File: config.mk
export PLATFORM = sky130hd
export DESIGN_NAME = sb_issue_ctrl
export DESIGN_NICKNAME = d
export VERILOG_FILES = /design/src/rtl/sb_pkg.sv /design/src/rtl/sb_regstat.sv /design/src/rtl/sb_fu.sv /design/src/rtl/sb_wb_arb.sv /design/src/rtl/sb_issue_ctrl.sv
export SDC_FILE = /design/constraint.sdc
export NUM_CORES = 1
export LEC_CHECK = 0
export BUFFER_PORTS_ARGS = -buffer_cell sky130_fd_sc_hd__buf_2
export CELL_PAD_IN_SITES_DETAIL_PLACEMENT = 1
export CELL_PAD_IN_SITES_GLOBAL_PLACEMENT = 1
export CORE_ASPECT_RATIO = 0.5
export CORE_UTILIZATION = 45
export CTS_BUF_LIST = sky130_fd_sc_hd__clkbuf_16
export DETAILED_ROUTE_END_ITERATION = 8
export PLACE_DENSITY = 0.86
export SKIP_CTS_REPAIR_TIMING = 1
export SLEW_MARGIN = 40
export SYNTH_ARGS = -nofsm -noshare
export SYNTH_HDL_FRONTEND = slang
export SYNTH_SLANG_ARGS = --single-unit
File: constraint.sdc
create_clock -name clk -period 6.4 [get_ports clk]
set_input_delay 1.6 -clock clk [delete_from_list [all_inputs] [get_ports clk]]
set_output_delay 1.6 -clock clk [all_outputs]
set_load 0.1 [all_outputs]
File: src/rtl/sb_pkg.sv
// Shared definitions for the scoreboard issue controller: unit classes,
// the fixed unit-to-class map, per-class latencies and unit states.
package sb_pkg;
    localparam int NUM_UNITS = 10;
    localparam int UNIT_W    = $clog2(NUM_UNITS);

    typedef enum logic [2:0] {
        CL_FMUL   = 3'd0,
        CL_FADD   = 3'd1,
        CL_FDIV   = 3'd2,
        CL_IADD   = 3'd3,
        CL_INCR   = 3'd4,
        CL_BOOL   = 3'd5,
        CL_SHIFT  = 3'd6,
        CL_BRANCH = 3'd7
    } unit_class_e;

    typedef enum logic [1:0] {
        U_IDLE    = 2'd0,
        U_WAIT_RD = 2'd1,
        U_EXEC    = 2'd2,
        U_WAIT_WR = 2'd3
    } unit_state_e;

    // Which class a given unit index serves.
    function automatic unit_class_e class_of(input int u);
        case (u)
            0, 1:    return CL_FMUL;
            2:       return CL_FADD;
            3:       return CL_FDIV;
            4:       return CL_IADD;
            5, 6:    return CL_INCR;
            7:       return CL_BOOL;
            8:       return CL_SHIFT;
            default: return CL_BRANCH;
        endcase
    endfunction

    // Execution latency in cycles for a class.
    function automatic int latency_of(input unit_class_e c);
        case (c)
            CL_FMUL: return 10;
            CL_FDIV: return 29;
            CL_FADD: return 4;
            default: return 3;
        endcase
    endfunction
endpackage

File: src/rtl/sb_regstat.sv
// Register result-pending table. Each register has a pending flag and
// the index of the unit that will produce it.
// Assumes set and clear never target the same register in one cycle
// (issue is blocked while a destination is pending).
module sb_regstat #(
    parameter int NUM_REGS = 8,
    parameter int RW       = 3,
    parameter int UW       = 4
) (
    input  logic                          clk,
    input  logic                          rst_n,
    input  logic                          set_en,
    input  logic [RW-1:0]                 set_reg,
    input  logic [UW-1:0]                 set_unit,
    input  logic                          clr_en,
    input  logic [RW-1:0]                 clr_reg,
    output logic [NUM_REGS-1:0]           pend,
    output logic [NUM_REGS-1:0][UW-1:0]   tag
);
    // Update pending flags and producer tags on write-back and issue.
    always_ff @(posedge clk) begin
        if (!rst_n) begin
            pend <= '0;
            tag  <= '0;
        end else begin
            if (clr_en) pend[clr_reg] <= 1'b0;
            if (set_en) begin
                pend[set_reg] <= 1'b1;
                tag[set_reg]  <= set_unit;
            end
        end
    end
endmodule

File: src/rtl/sb_fu.sv
// One functional unit slot: holds the issued instruction's registers,
// source tags and ready flags, and sequences wait-read, execute
// (fixed countdown of LAT cycles) and wait-write.
// Assumes issue_i is raised only while the unit is idle.
module sb_fu #(
    parameter int LAT = 3,
    parameter int RW  = 3,
    parameter int UW  = 4,
    parameter int NU  = 10
) (
    input  logic          clk,
    input  logic          rst_n,
    input  logic          issue_i,
    input  logic [RW-1:0] dst_i,
    input  logic [RW-1:0] src1_i,
    input  logic [RW-1:0] src2_i,
    input  logic          rdy1_i,
    input  logic          rdy2_i,
    input  logic [UW-1:0] tag1_i,
    input  logic [UW-1:0] tag2_i,
    input  logic [NU-1:0] wr_bcast_i,
    input  logic          wr_grant_i,
    output logic          busy_o,
    output logic          wait_rd_o,
    output logic          done_o,
    output logic          rd_grant_o,
    output logic [RW-1:0] dst_o,
    output logic [RW-1:0] src1_o,
    output logic [RW-1:0] src2_o,
    output logic          rdy1_o,
    output logic          rdy2_o
);
    import sb_pkg::*;
    localparam int CW = $clog2(LAT + 1);

    unit_state_e   state;
    logic [CW-1:0] cnt;
    logic [UW-1:0] tag1, tag2;

    // Operands may be read once both sources are ready.
    assign rd_grant_o = (state == U_WAIT_RD) && rdy1_o && rdy2_o;
    assign busy_o     = (state != U_IDLE);
    assign wait_rd_o  = (state == U_WAIT_RD);
    assign done_o     = (state == U_WAIT_WR);

    // Unit state sequence and capture of the issued instruction.
    always_ff @(posedge clk) begin
        if (!rst_n) begin
            state  <= U_IDLE;
            cnt    <= '0;
            dst_o  <= '0;
            src1_o <= '0;
            src2_o <= '0;
            rdy1_o <= 1'b0;
            rdy2_o <= 1'b0;
            tag1   <= '0;
            tag2   <= '0;
        end else begin
            case (state)
                U_IDLE: if (issue_i) begin
                    state  <= U_WAIT_RD;
                    dst_o  <= dst_i;
                    src1_o <= src1_i;
                    src2_o <= src2_i;
                    rdy1_o <= rdy1_i;
                    rdy2_o <= rdy2_i;
                    tag1   <= tag1_i;
                    tag2   <= tag2_i;
                end
                U_WAIT_RD: begin
                    if (rd_grant_o) begin
                        state <= U_EXEC;
                        cnt   <= CW'(LAT - 1);
                    end
                    if (!rdy1_o && wr_bcast_i[tag1]) rdy1_o <= 1'b1;
                    if (!rdy2_o && wr_bcast_i[tag2]) rdy2_o <= 1'b1;
                end
                U_EXEC: begin
                    if (cnt == '0) state <= U_WAIT_WR;
                    else           cnt   <= cnt - 1'b1;
                end
                default: if (wr_grant_i) state <= U_IDLE;
            endcase
        end
    end
endmodule

File: src/rtl/sb_wb_arb.sv
// Write-back arbiter: a finished unit may write only if no other unit
// still waits to read its destination with that operand marked ready
// (write-after-read). Among eligible units the lowest index wins the
// single write port.
module sb_wb_arb #(
    parameter int NU = 10,
    parameter int RW = 3
) (
    input  logic [NU-1:0]         done,
    input  logic [NU-1:0]         wait_rd,
    input  logic [NU-1:0][RW-1:0] dst,
    input  logic [NU-1:0][RW-1:0] src1,
    input  logic [NU-1:0][RW-1:0] src2,
    input  logic [NU-1:0]         rdy1,
    input  logic [NU-1:0]         rdy2,
    output logic [NU-1:0]         grant
);
    logic [NU-1:0] war_blk;
    logic [NU-1:0] elig;
    logic          found;

    // Find units whose result would overwrite a value still to be read.
    always_comb begin
        war_blk = '0;
        for (int u = 0; u < NU; u++) begin
            for (int v = 0; v < NU; v++) begin
                if (v != u && wait_rd[v] &&
                    ((src1[v] == dst[u] && rdy1[v]) ||
                     (src2[v] == dst[u] && rdy2[v])))
                    war_blk[u] = 1'b1;
            end
        end
    end

    assign elig = done & ~war_blk;

    // Fixed priority by unit index for the one write port.
    always_comb begin
        grant = '0;
        found = 1'b0;
        for (int u = 0; u < NU; u++) begin
            if (!found && elig[u]) begin
                grant[u] = 1'b1;
                found    = 1'b1;
            end
        end
    end
endmodule

File: src/rtl/sb_issue_ctrl.sv
// Scoreboard issue controller (top). Accepts one decoded instruction
// per cycle in program order, picks a free unit of its class, stalls
// on busy class or pending destination, records source dependencies,
// and drives per-unit read and write strobes.
// Assumes NUM_REGS is a power of two; the unit map is fixed in sb_pkg.
module sb_issue_ctrl #(
    parameter int NUM_REGS = 8,
    localparam int RW      = $clog2(NUM_REGS)
) (
    input  logic                          clk,
    input  logic                          rst_n,
    input  logic                          in_valid,
    input  logic [2:0]                    in_class,
    input  logic [RW-1:0]                 in_dst,
    input  logic [RW-1:0]                 in_src1,
    input  logic [RW-1:0]                 in_src2,
    output logic                          issue_ok,
    output logic [sb_pkg::NUM_UNITS-1:0]  issue_unit,
    output logic                          stall,
    output logic [sb_pkg::NUM_UNITS-1:0]  read_grant,
    output logic [sb_pkg::NUM_UNITS-1:0]  write_grant,
    output logic                          wb_valid,
    output logic [RW-1:0]                 wb_reg
);
    import sb_pkg::*;
    localparam int NU = NUM_UNITS;
    localparam int UW = UNIT_W;

    logic [NUM_REGS-1:0]         pend;
    logic [NUM_REGS-1:0][UW-1:0] tag;
    logic [NU-1:0]               fu_busy, fu_wait, fu_done, fu_rdy1, fu_rdy2;
    logic [NU-1:0][RW-1:0]       fu_dst, fu_src1, fu_src2;
    logic [NU-1:0]               free_match, sel;
    logic [UW-1:0]               sel_idx;
    logic                        found, waw;
    logic                        rdy1_new, rdy2_new;

    // Free units serving the requested class.
    always_comb begin
        for (int u = 0; u < NU; u++)
            free_match[u] = !fu_busy[u] && (class_of(u) == unit_class_e'(in_class));
    end

    // Lowest-index free unit of the class, and its index.
    always_comb begin
        sel     = '0;
        sel_idx = '0;
        found   = 1'b0;
        for (int u = 0; u < NU; u++) begin
            if (!found && free_match[u]) begin
                sel[u]  = 1'b1;
                sel_idx = UW'(u);
                found   = 1'b1;
            end
        end
    end

    assign waw        = pend[in_dst];
    assign issue_ok   = in_valid && found && !waw;
    assign stall      = in_valid && !issue_ok;
    assign issue_unit = issue_ok ? sel : '0;

    // A source is ready if not pending or its producer writes this cycle.
    assign rdy1_new = !pend[in_src1] || write_grant[tag[in_src1]];
    assign rdy2_new = !pend[in_src2] || write_grant[tag[in_src2]];

    // Destination of the unit that owns the write port this cycle.
    always_comb begin
        wb_reg = '0;
        for (int u = 0; u < NU; u++)
            if (write_grant[u]) wb_reg = fu_dst[u];
    end
    assign wb_valid = |write_grant;

    sb_regstat #(.NUM_REGS(NUM_REGS), .RW(RW), .UW(UW)) u_regstat (
        .clk      (clk),
        .rst_n    (rst_n),
        .set_en   (issue_ok),
        .set_reg  (in_dst),
        .set_unit (sel_idx),
        .clr_en   (wb_valid),
        .clr_reg  (wb_reg),
        .pend     (pend),
        .tag      (tag)
    );

    for (genvar g = 0; g < NU; g++) begin : g_fu
        sb_fu #(
            .LAT (latency_of(class_of(g))),
            .RW  (RW),
            .UW  (UW),
            .NU  (NU)
        ) u_fu (
            .clk        (clk),
            .rst_n      (rst_n),
            .issue_i    (issue_unit[g]),
            .dst_i      (in_dst),
            .src1_i     (in_src1),
            .src2_i     (in_src2),
            .rdy1_i     (rdy1_new),
            .rdy2_i     (rdy2_new),
            .tag1_i     (tag[in_src1]),
            .tag2_i     (tag[in_src2]),
            .wr_bcast_i (write_grant),
            .wr_grant_i (write_grant[g]),
            .busy_o     (fu_busy[g]),
            .wait_rd_o  (fu_wait[g]),
            .done_o     (fu_done[g]),
            .rd_grant_o (read_grant[g]),
            .dst_o      (fu_dst[g]),
            .src1_o     (fu_src1[g]),
            .src2_o     (fu_src2[g]),
            .rdy1_o     (fu_rdy1[g]),
            .rdy2_o     (fu_rdy2[g])
        );
    end

    sb_wb_arb #(.NU(NU), .RW(RW)) u_arb (
        .done    (fu_done),
        .wait_rd (fu_wait),
        .dst     (fu_dst),
        .src1    (fu_src1),
        .src2    (fu_src2),
        .rdy1    (fu_rdy1),
        .rdy2    (fu_rdy2),
        .grant   (write_grant)
    );
endmodule

# Word-level counts from Yosys, hierarchy flattened
# Index checks and enable logic that the tools add are counted.
# Widths: inputs -> output; s select.
[word_totals] regBits=278 out_inout_bits=36 elab_cells=1363
[classes] add_sub_neg=10 n_lt_le_gt_ge=28 eq_ne=277 n_mux=345 bitwise=5 reduce_logical=599
[ops] op="$eq 3x3->1" count=180
[ops] op="$logic_and 1x1->1" count=343
[ops] op="$mux 1" count=195
[ops] op="$lt 4x5->1 const B" count=22
[ops] op="$ne 2x2->1 const B" count=50
[ops] op="$logic_or 1x1->1" count=92
[ops] op="$mux 2" count=46
[ops] op="$reduce_and 3->1" count=30
[ops] op="$bmux 1 s4" count=22
[ops] op="$mux 4" count=15
[ops] op="$pmux 2 s3" count=10
[ops] op="$reduce_bool 2->1" count=30
[ops] op="$logic_not 1->1" count=52
[ops] op="$eq 2x2->1 const B" count=20
[ops] op="$pmux 1 s2" count=20
[ops] op="$reduce_and 4->1" count=10
[ops] op="$reduce_bool 4->1" count=10
[ops] op="$mux 3" count=12
[ops] op="$bwmux 32" count=1
[ops] op="$logic_not 2->1" count=16
[ops] op="$bmux 4 s3" count=2
[ops] op="$mux 8" count=3
[ops] op="$pmux 2 s2" count=6
[ops] op="$eq 2x1->1 const B" count=10
[ops] op="other kinds (28)" count=67

# Longest topological paths before layout
# Gate-level depths: netlist of run 1.
[depth] ltp_word=54 mapped_depth=16 depth_no_buf=13

# By module
# From an unflattened synthesis of run 1, not the netlist that was laid out.
[hier_totals] cells_unflattened=2782 hier_area_um2=23762.8
[by_module_without_submodules] module="sb_wb_arb" instances=1 cells_per_inst=1032 area_each_um2=8270.4 seq_area_each_um2=0.0
[by_module_without_submodules] module="sb_fu at g_fu[4].u_fu ..." instances=6 cells_per_inst=136 area_each_um2=1202.4 seq_area_each_um2=460.4
[by_module_without_submodules] module="sb_fu at g_fu[0].u_fu ..." instances=2 cells_per_inst=151 area_each_um2=1281.2 seq_area_each_um2=500.5
[by_module_without_submodules] module="sb_regstat" instances=1 cells_per_inst=154 area_each_um2=1560.2 seq_area_each_um2=800.8
[by_module_without_submodules] module="sb_issue_ctrl" instances=1 cells_per_inst=176 area_each_um2=1550.2 seq_area_each_um2=0.0
[by_module_without_submodules] module="sb_fu at g_fu[3].u_fu" instances=1 cells_per_inst=161 area_each_um2=1397.6 seq_area_each_um2=520.5
[by_module_without_submodules] module="sb_fu at g_fu[2].u_fu" instances=1 cells_per_inst=141 area_each_um2=1207.4 seq_area_each_um2=480.5

# Worst setup path after synthesis of run 1
# Ideal clock, no wire load.
[synth_path] kind="input to output" startpoint="input port in_class[0]" endpoint="output port issue_unit[0] (netlist name)" arrival_time_ps=4619 setup_slack_ps=181 path_stages=12 n_path_buf=5 cell_sequence="clkbuf_1 inv_2 or3_1 o21ai_0 nand2_1 a31oi_1 buf_2 nand2_1 nor3b_1 clkbuf_1 clkbuf_1 buf_4"
[synth_between] elab_chain_cells=33
[synth_lines] item="from (decl)" line_no="sb_issue_ctrl.sv:13" text="input logic [2:0] in_class,"
[synth_lines] item="$logic_not 3->1" line_no="sb_issue_ctrl.sv:41" text="free_match[u] = !fu_busy[u] && (class_of(u) == unit_class_e'(in_class));"
[synth_lines] item="$logic_and 1x1->1" line_no="sb_issue_ctrl.sv:41"
[synth_lines] item="$mux 1" line_no="sb_issue_ctrl.sv:50" text="if (!found && free_match[u]) begin"
[synth_lines] item="$logic_not 1->1" line_no="sb_issue_ctrl.sv:50"
[synth_lines] item="$logic_and 1x1->1" line_no="sb_issue_ctrl.sv:50"
[synth_lines] item="$mux 1" line_no="sb_issue_ctrl.sv:50"
[synth_lines] item="$logic_not 1->1" line_no="sb_issue_ctrl.sv:50"
[synth_lines] item="$logic_and 1x1->1" line_no="sb_issue_ctrl.sv:50"
[synth_lines] item="[... 17 more ...]"
[synth_lines] item="$logic_and 1x1->1" line_no="sb_issue_ctrl.sv:50"
[synth_lines] item="$mux 1" line_no="sb_issue_ctrl.sv:50"
[synth_lines] item="$logic_not 1->1" line_no="sb_issue_ctrl.sv:50"
[synth_lines] item="$logic_and 1x1->1" line_no="sb_issue_ctrl.sv:50"
[synth_lines] item="$mux 1 *" line_no="sb_issue_ctrl.sv:50"
[synth_lines] item="$logic_and 1x1->1 * (2 in a row)" line_no="sb_issue_ctrl.sv:59" text="assign issue_ok = in_valid && found && !waw;"
[synth_lines] item="named net issue_ok" line_no="sb_issue_ctrl.sv:17" text="output logic issue_ok,"
[synth_lines] item="$mux 10 *" line_no="sb_issue_ctrl.sv:61" text="assign issue_unit = issue_ok ? sel : '0;"
[synth_lines] item="to (decl)" line_no="sb_issue_ctrl.sv:18" text="output logic [sb_pkg::NUM_UNITS-1:0] issue_unit,"
# Mark *: on every way through the listed nets, which the timed path passes. The rest lies on a longest branch.

# Worst setup path in the final report of run 1
[layout_path] startpoint="register g_fu[9].u_fu.dst_o[0]" endpoint="output port wb_reg[0]"
[layout_between] elab_chain_cells=18
[layout_lines] item="from (decl)" line_no="sb_fu.sv:27" text="output logic [RW-1:0] dst_o,"
[layout_lines] item="from (signal assigned)" line_no="sb_fu.sv:62" text="dst_o <= dst_i;"
[layout_lines] item="$eq 3x3->1 (on tied branches)" line_no="sb_wb_arb.sv:28, sb_wb_arb.sv:29"
[layout_lines] item="$logic_and 1x1->1 (on tied branches)" line_no="sb_wb_arb.sv:28, sb_wb_arb.sv:29"
[layout_lines] item="$logic_or 1x1->1" line_no="sb_wb_arb.sv:28" text="((src1[v] == dst[u] && rdy1[v]) ||"
[layout_lines] item="$logic_and 1x1->1" line_no="sb_wb_arb.sv:27" text="if (v != u && wait_rd[v] &&"
[layout_lines] item="$mux 1 (9 in a row)" line_no="sb_wb_arb.sv:27"
[layout_lines] item="$not 10->10" line_no="sb_wb_arb.sv:35" text="assign elig = done & ~war_blk;"
[layout_lines] item="$and 10x10->10" line_no="sb_wb_arb.sv:35"
[layout_lines] item="$logic_and 1x1->1" line_no="sb_wb_arb.sv:42" text="if (!found && elig[u]) begin"
[layout_lines] item="$mux 1" line_no="sb_wb_arb.sv:42"
[layout_lines] item="$mux 3 *" line_no="sb_issue_ctrl.sv:71" text="if (write_grant[u]) wb_reg = fu_dst[u];"
[layout_lines] item="to (decl)" line_no="sb_issue_ctrl.sv:23" text="output logic [RW-1:0] wb_reg"
# Every way passes the cells marked *; elsewhere a longest branch is shown, timed or not.

==> results.md, run 1 <==
- Status: finished, final reports clean
- H-tree depth: 1
- Total GRT Usage: 35.3%
- Worst-Margin Slew: 0.958 ns
- Placed Cells: 3370
- Top fanout value on the critical path: 14
- Drt pass-1 iters: 8
- # rows: 58
- Data required time of the worst path: 4.80 ns
- Unrepaired setup endpoints after global routing: no
- Fin crit period: 6.37 ns
- Routability cong.: 1.01
- Reg power frac: 41.1%
- Number of global-route vias before repair: 22400
- Clk buf depth: 3
- Max VDD drop: 216 µV
- Post-synth top flop: dfxtp_1
- Static Leakage: 0.00788 µW
- Multiplexer share of the synthesized area: 8.93%
- Crit Path Class: flop to output port
- Post-Syn Area: 23000 µm²
- Slew margin rel.: 36.1%
- Die Height: 162 µm
- Clock sink count: 278
- Fillers: 5981
- Post-synth ARST share: 0%
- Layout area overhead: 7.22%
- Hpwl dp: 65500 µm
- Compound-Gate Fraction of Synth Area: 15.0%
- Netlist cell types: 81
- Hold path start: g_fu[2].u_fu.cnt[0]
- PnR worst setup slack: 0.0321 ns
- Dpl ws: 0.429 ns
- Largest family of logic cells by synthesized area: XOR/XNOR gates
- Die area: 52000 µm²
- Final nets: 2791
- Sw Ratio: 35.5%
- Initial antenna violation count: 2
- Crit start category: flop
- CTS Buf Count: 29
- CTS Root Cell: clkbuf_16
- Layout cell share with drive strength beyond 1: 12.0%
- R2r startpoint: g_fu[0].u_fu.dst_o[2]
- Max Cap Viol: 0
- Setup TNS: 0 ns
- Iter 0 DRT Violations: 2567
- Class of the worst hold path: flop to flop
- Syn_nets: 2865
- Cell Pwr Density: 193 nW/µm²
- Arr. time, crit path: 4.77 ns
- Post-synth EDFFs: 0
- DR vias/cell: 6.55
- TritonCTS clock tree: yes
- Skew-Pair Late Insertion Delay: 0.63 ns
- Crit path launch: g_fu[9].u_fu.dst_o[0]
- Clk_skew: 0.0284 ns
- Util after Layout: 49.0%
- Synth Area in Adders: 3.43%
- Ant diodes: 0
- Post-Synth XOR/XNOR Area: 20.6%
- Synth Area in Simple Gates: 18.9%
- Setup Viol. Count Final: 0
- Gate power share: 23.9%
- Global-route wire length before repair: 141000 µm
- Largest net degree at the start of global routing: 173
- Synthesized area per cell: 8.24 µm²
- Placeable core area: 50300 µm²
- Antenna Nets Post-Route: 0
- #FFs+latches synth: 278
- Final WL: 93900 µm
- Total gr overflow: 0
- DRC violations left: 0
- Period utilization: 99.5%
- Final hold violations: 0
- Ports: 51
- Buffers on Ports: 50
- Die X-Extent: 321 µm
- Non-filler instance count after layout: 3424
- Clock Pin Slew Worst Setup and Hold Paths: 0.07 ns
- Initial core utilization: 45.7%
- Synth warnings: 0
- Post-DR wirelength/cell: 27.4 µm
- Cell-internal power: 3070 µW
- Register area share after synthesis: 24.2%
- Synth Instances: 2787
- Final Slew Violations: 0
- Vias: 22400
- FMAX: 157 MHz
- Part of the power in the clock network: 35.0%
- Sw power: 1690 µW
- CP Capture Type: output port
cell families after synthesis:
kind of cell / Yosys count
muxes: 159
and+or+nand+nor: 856
buffers and inverters: 391
adders and majority gates: 63
AOI/OAI and AO/OA: 500
xor gates and xnor gates: 540
DFF: 278
final timing paths:
path	endpoint	depth (start not counted)	slack (ns)
worst max-delay path	wb_reg[0]	13	0.03
worst min-delay path	g_fu[2].u_fu.cnt[0]	1	0.46
worst max register to register	g_fu[0].u_fu.rdy1_o	14	1.25
worst min register to register	g_fu[2].u_fu.cnt[0]	1	0.46
cells in the final DEF (no fill, tap or decap), drive strengths merged, types with 23 or more instances in the layout:
cell,n
xnor2,480
nor2,290
dfxtp,278
buf,191
nand2,178
nand4,176
a21oi,149
mux2i,117
a211oi,112
inv,96
ha,63
xor2,60
o21ai,59
nor3,44
mux4,36
o41ai,30
clkbuf,29
a21boi,29
nand2b,26
nor4,25
a2111oi,24
nand3,23
power groups by stage:
| stage | Sequential, µW | Combinational [µW] | Clock, µW |
|---|---|---|---|
| 3_3_place_gp | 1980 | 1030 | 0 |
| 5_1_grt | 1960 | 1200 | 1730 |
| 3_5_place_dp | 1990 | 1080 | 0 |
| 2_1_floorplan | 1900 | 788 | 0 |
| 4_1_cts | 1950 | 1090 | 1660 |
| 6_report | 1950 | 1140 | 1670 |
synth_stat cells (5+ instances only):
master     number  area [µm²]
buf_4         113         848
a211oi_1      112         841
nand3_1        20         100
a2111oi_1       7        70.1
xor2_1         60         526
inv_2           6        22.5
and3b_1        10        87.6
buf_1          18        67.6
buf_2          42         210
nor4_1         23         144
o31ai_1         6        45.0
inv_1          83         312
a31oi_1         8        50.1
nor3b_1        11        82.6
o41ai_1        27         236
nor2_1        289        1080
nand3b_1        6        45.0
ha_1           63         788
a221oi_1       10        87.6
nand2b_1       26         163
nor3_1         42         210
and3_1         16         100
buf_6          15         169
dfxtp_1       278        5570
a2111oi_2       6        90.1
nor4b_1        17         149
a21boi_0       24         180
a21boi_1        5        37.5
xnor2_1       480        4200
nor2b_1        14        87.6
a2111oi_0      11        96.3
mux2i_1       117        1170
mux2_2          6        67.6
nand4_1       172        1080
a22oi_1        16         120
clkinv_1        6        22.5
a21oi_1       149         746
or3_1           7        43.8
nand2_1       178         668
mux4_2         36         811
clkbuf_1      108         405
a311oi_1        6        52.6
o21ai_0        58         290
a21o_1         15         113
area by class of cell:
cell class	instances	area, µm²	share of cell area (%)
inverters	95	368	1.49
clock buffers	29	726	2.95
repair buffers	191	1510	6.15
flip-flops and latches	278	5570	22.6
clock inverters	23	141	0.574
multi-input cells	2118	15400	62.7
well taps	690	863	3.51
flip-flops by register name, summed over array words and instances, names as in the netlist, 20 cells and up:
signal,count
g_fu.u_fu.tag1,40
g_fu.u_fu.tag2,40
u_regstat.tag,32
g_fu.u_fu.dst_o,30
g_fu.u_fu.src1_o,30
g_fu.u_fu.src2_o,30
g_fu.u_fu.cnt,28
g_fu.u_fu.state,20
worst max-delay path, stage by stage (launching register included):
cell and delay (ns):
dfxtp_2 0.64, buf_4 0.30, xnor2_1 0.10, nand4_1 0.13
o41ai_1 0.10, a2111oi_1 0.75, nand4_1 0.37, nor2b_1 0.48
nor4b_4 0.42, buf_4 0.28, a21oi_1 0.11, o31ai_2 0.13
inv_1 0.14, buf_12 0.19
metrics by stage:
step	hold slack, ns	power, µW	instance area, µm²
2_1_floorplan	0.422	2680	23000
3_3_place_gp	0.438	3010	23700
3_5_place_dp	0.444	3060	23700
4_1_cts	0.454	4700	24600
5_1_grt	0.487	4900	24600
6_report	0.456	4760	24600
routing by layer:
layer | share of wire [%] | wire length, µm | up-vias | global-route usage [%]
met1 | 40 | 37300 | 11100 | 45.8
met2 | 43 | 40400 | 1331 | 54.1
li1 | - | - | 9580 | -
met5 | 0 | 0 | - | 0
met3 | 11 | 10700 | 410 | 8.82
met4 | 5.9 | 5530 | 0 | 18.6
(Power assumes the default switching activity.)
==> inputs of run 2 (changes only) <==
PLACE_DENSITY = 0.85   (was 0.86)
SYNTH_HIERARCHICAL = 1   (was not set)
==> run 2 against run 1 <==
  * Design area rose by 2.1%
  * Critical path depth did not move
  * First-iteration DRC count rose by 2.1%
  * Sequential share of layout area fell by 0.42 points
  * Die area rose by 3.5%
  * Total power rose by 15%
  * Non-clock buffer count fell by 40
  * Register-to-register slack improved by 0.03 ns
  * Flip-flop and latch count did not move
  * Largest cell class unchanged
==> results.md, run 2 <==
- Status: finished, final reports clean
- Period utilization: 98.6% (-0.92 points)
- Post-synth EDFFs: 0 (unchanged)
- Max VDD drop: 184 µV (-15%)
- Commonest non-fill, non-tap cell in the layout: xnor2_1
- Post-Syn Area: 23800 µm² (+3.5%)
- Slew margin rel.: 29.9% (-6.2 points)
- FMAX: 159 MHz (+0.94%)
- Setup Viol. Count Final: 0 (unchanged)
- Cell taking the most area after synthesis: dfxtp_1
- Layout area overhead: 5.74%
- Iter 0 DRT Violations: 2622 (+2.1%)
- Die X-Extent: 327 µm (+1.7%)
- Post-synth top flop: dfxtp_1
- TritonCTS clock tree: yes
- Final nets: 2803 (+0.43%)
- Buffers on Ports: 50 (unchanged)
- Crit path launch: g_fu[4].u_fu/dst_o[2]
- # rows: 59 (+1.7%)
- Fillers: 6220 (+4.0%)
- Final Slew Violations: 0 (unchanged)
- R2R depth: 14 (unchanged)
- R2r startpoint: g_fu[4].u_fu/dst_o[2]
- Top fanout value on the critical path: 11 (-3)
- Max Cap Viol: 0 (unchanged)
- Placed Cells: 3404 (+1.0%)
- Hold path start: g_fu[5].u_fu/tag2[3]
- Syn_nets: 2850 (-0.52%)
- CTS Buf Count: 30 (+3.4%)
- Final hold violations: 0 (unchanged)
- CP Capture Type: output port
- Post-Layout Inst Area: 25100 µm² (+2.1%)
- Total GRT Usage: 33.7% (-1.6 points)
- Initial core utilization: 45.7% (about the same)
- Fin crit period: 6.31 ns (-0.0592 ns)
- FF-to-FF End: g_fu[9].u_fu/rdy1_o
- Clock Pin Slew Worst Setup and Hold Paths: 0.06 ns (about the same)
- Layout cell share with drive strength beyond 1: 12.5% (+0.51 points)
- Placed Area: 24100 µm² (+1.8%)
- Hold path depth: 2 (+1)
- WHS Endpoint: g_fu[5].u_fu/tag2[3]
- Placeable core area: 52000 µm² (+3.5%)
- Arr. time, crit path: 4.71 ns (-0.06 ns)
- DRC violations left: 0 (unchanged)
- Hpwl dp: 64500 µm (-1.6%)
- Synth top area share: 23.4% (-0.82 points)
- Top-count cell post-synth: xnor2_1
- Netlist cell types: 90 (+11%)
- Cell Pwr Density: 217 nW/µm² (+12%)
- Post-DR wirelength/cell: 27.2 µm (-0.72%)
- Largest regs: g_fu.u_fu/tag1 x40, g_fu.u_fu/tag2 x40, u_regstat/tag x32
- DR vias/cell: 6.53 (-0.43%)
- Worst-Margin Slew: 1.04 ns (+0.0843 ns)
- Vias: 22600 (+0.73%)
- Largest cells by area after synthesis: dfxtp_1 (23%), xnor2_1 (20%), nand2_1 (7.9%)
- Crit start category: flop
- Clock sink count: 278 (unchanged)
- Register area share after synthesis: 23.4% (-0.82 points)
- Total gr overflow: 0 (unchanged)
- Clk buf depth: 3 (unchanged)
- Data required time of the worst path: 4.80 ns (about the same)
- Largest net degree at the start of global routing: 66 (-62%)
- Synth Instances: 2782 (-0.18%)
- Initial antenna violation count: 3 (+1)
- Number of global-route vias before repair: 22700 (+1.4%)
- Clk_skew: 0.0296 ns (+0.00116 ns)
- Commonest cells after routing, fill and taps aside: xnor2_1 (543), nand2_1 (495), dfxtp_1 (266), nand4_1 (188), a21oi_1 (140)
- Setup TNS: 0 ns (unchanged)
- Static Leakage: 0.00763 µW (-3.2%)
- Util after Layout: 48.3% (-0.68 points)
- Flop2flop setup slack: 1.28 ns (+0.03 ns)
- Global-route wire length before repair: 139000 µm (-1.2%)
- Drt pass-1 iters: 6 (-2)
- Unrepaired setup endpoints after global routing: no
- H-tree depth: 1 (unchanged)
- Ports: 51 (unchanged)
- Routability cong.: 1.00 (-0.79%)
- Post-synth ARST share: 0% (unchanged)
- Die Height: 164 µm (+1.7%)
- Crit Path Class: flop to output port
- Non-filler instance count after layout: 3464 (+1.2%)
- Antenna Nets Post-Route: 0 (unchanged)
- Hold WS: 0.476 ns (+0.0209 ns)
- CTS Root Cell: clkbuf_16
- Top cells by count, synth: xnor2_1 (543), nand2_1 (499), dfxtp_1 (278), nand4_1 (188), a21oi_1 (141)
- #FFs+latches synth: 278 (unchanged)
- Class of the worst hold path: flop to flop
- Final WL: 94300 µm (+0.44%)
- Skew-Pair Late Insertion Delay: 0.63 ns (about the same)
- Synthesized area per cell: 8.54 µm² (+3.7%)
- Synth warnings: 6 (+6)
- Die area: 53800 µm² (+3.5%)
## run 2: cells by family after synthesis
logic type               after synthesis  share of synthesized area (%)
flip-flops                           278                           23.4
AO/OA/AOI/OAI                        427                           13.4
adder cells (fa/ha/maj)               53                           2.79
AND/OR/NAND/NOR                      976                           21.1
XOR/XNOR                             543                           20.0
multiplexers                         190                           10.5
buffers and inverters                315                           8.72
## run 2: critical path: stages, from the launching register on
cell and delay (ns):
dfxtp_1 0.37, buf_4 0.28, xnor2_1 0.16, nand4_1 0.11, a21boi_0 0.84, a2111oi_2 0.22
and3_1 0.34, nor4b_4 0.47, a21oi_1 0.13, a21oi_1 0.14, nor2_1 0.05, a221oi_1 0.56
a21oi_4 0.18, buf_12 0.23
## run 2: metrics by stage
stage	worst slack (ns)	power, µW
floorplan	0.0536	3140
global placement	0.842	3560
detailed placement	0.764	3640
CTS	0.129	5390
global route	0.0451	5620
finish	0.0913	5450
## run 2: cell type report
class	count	area [µm²]	share of cell area [%]
Multi-Input combinational cell	2189	16300	64.8
Sequential cell	278	5580	22.2
Timing Repair Buffer	151	1090	4.33
Tap cell	701	877	3.49
Clock buffer	30	751	2.99
Inverter	85	323	1.28
Clock inverter	26	205	0.817
Antenna cell	4	10.0	0.0398
## run 2: routing by layer
metal / part of all wire [%] / up-vias / track usage (%)
met3: 11 / 377 / 8.01
met2: 43 / 1405 / 52.3
li1: - / 9580 / -
met5: 0 / - / 0
met1: 40 / 11200 / 43.4
met4: 5.6 / 0 / 18.2
## run 2: report_power, final
group | leakage, µW | internal (µW) | switching (µW)
Clock | 0.000490 | 938 | 818
Sequential | 0.00225 | 1810 | 193
Combinational | 0.00489 | 615 | 1080
Total | 0.00763 | 3360 | 2090
## run 2: how the worst max path moves through the flow
stage | end | cells past startpoint
floorplan | issue_unit[8] | 5
global placement | issue_unit[0] | 8
detailed placement | issue_unit[0] | 8
CTS | wb_reg[0] | 13
global route | wb_reg[0] | 13
finish | wb_reg[0] | 13
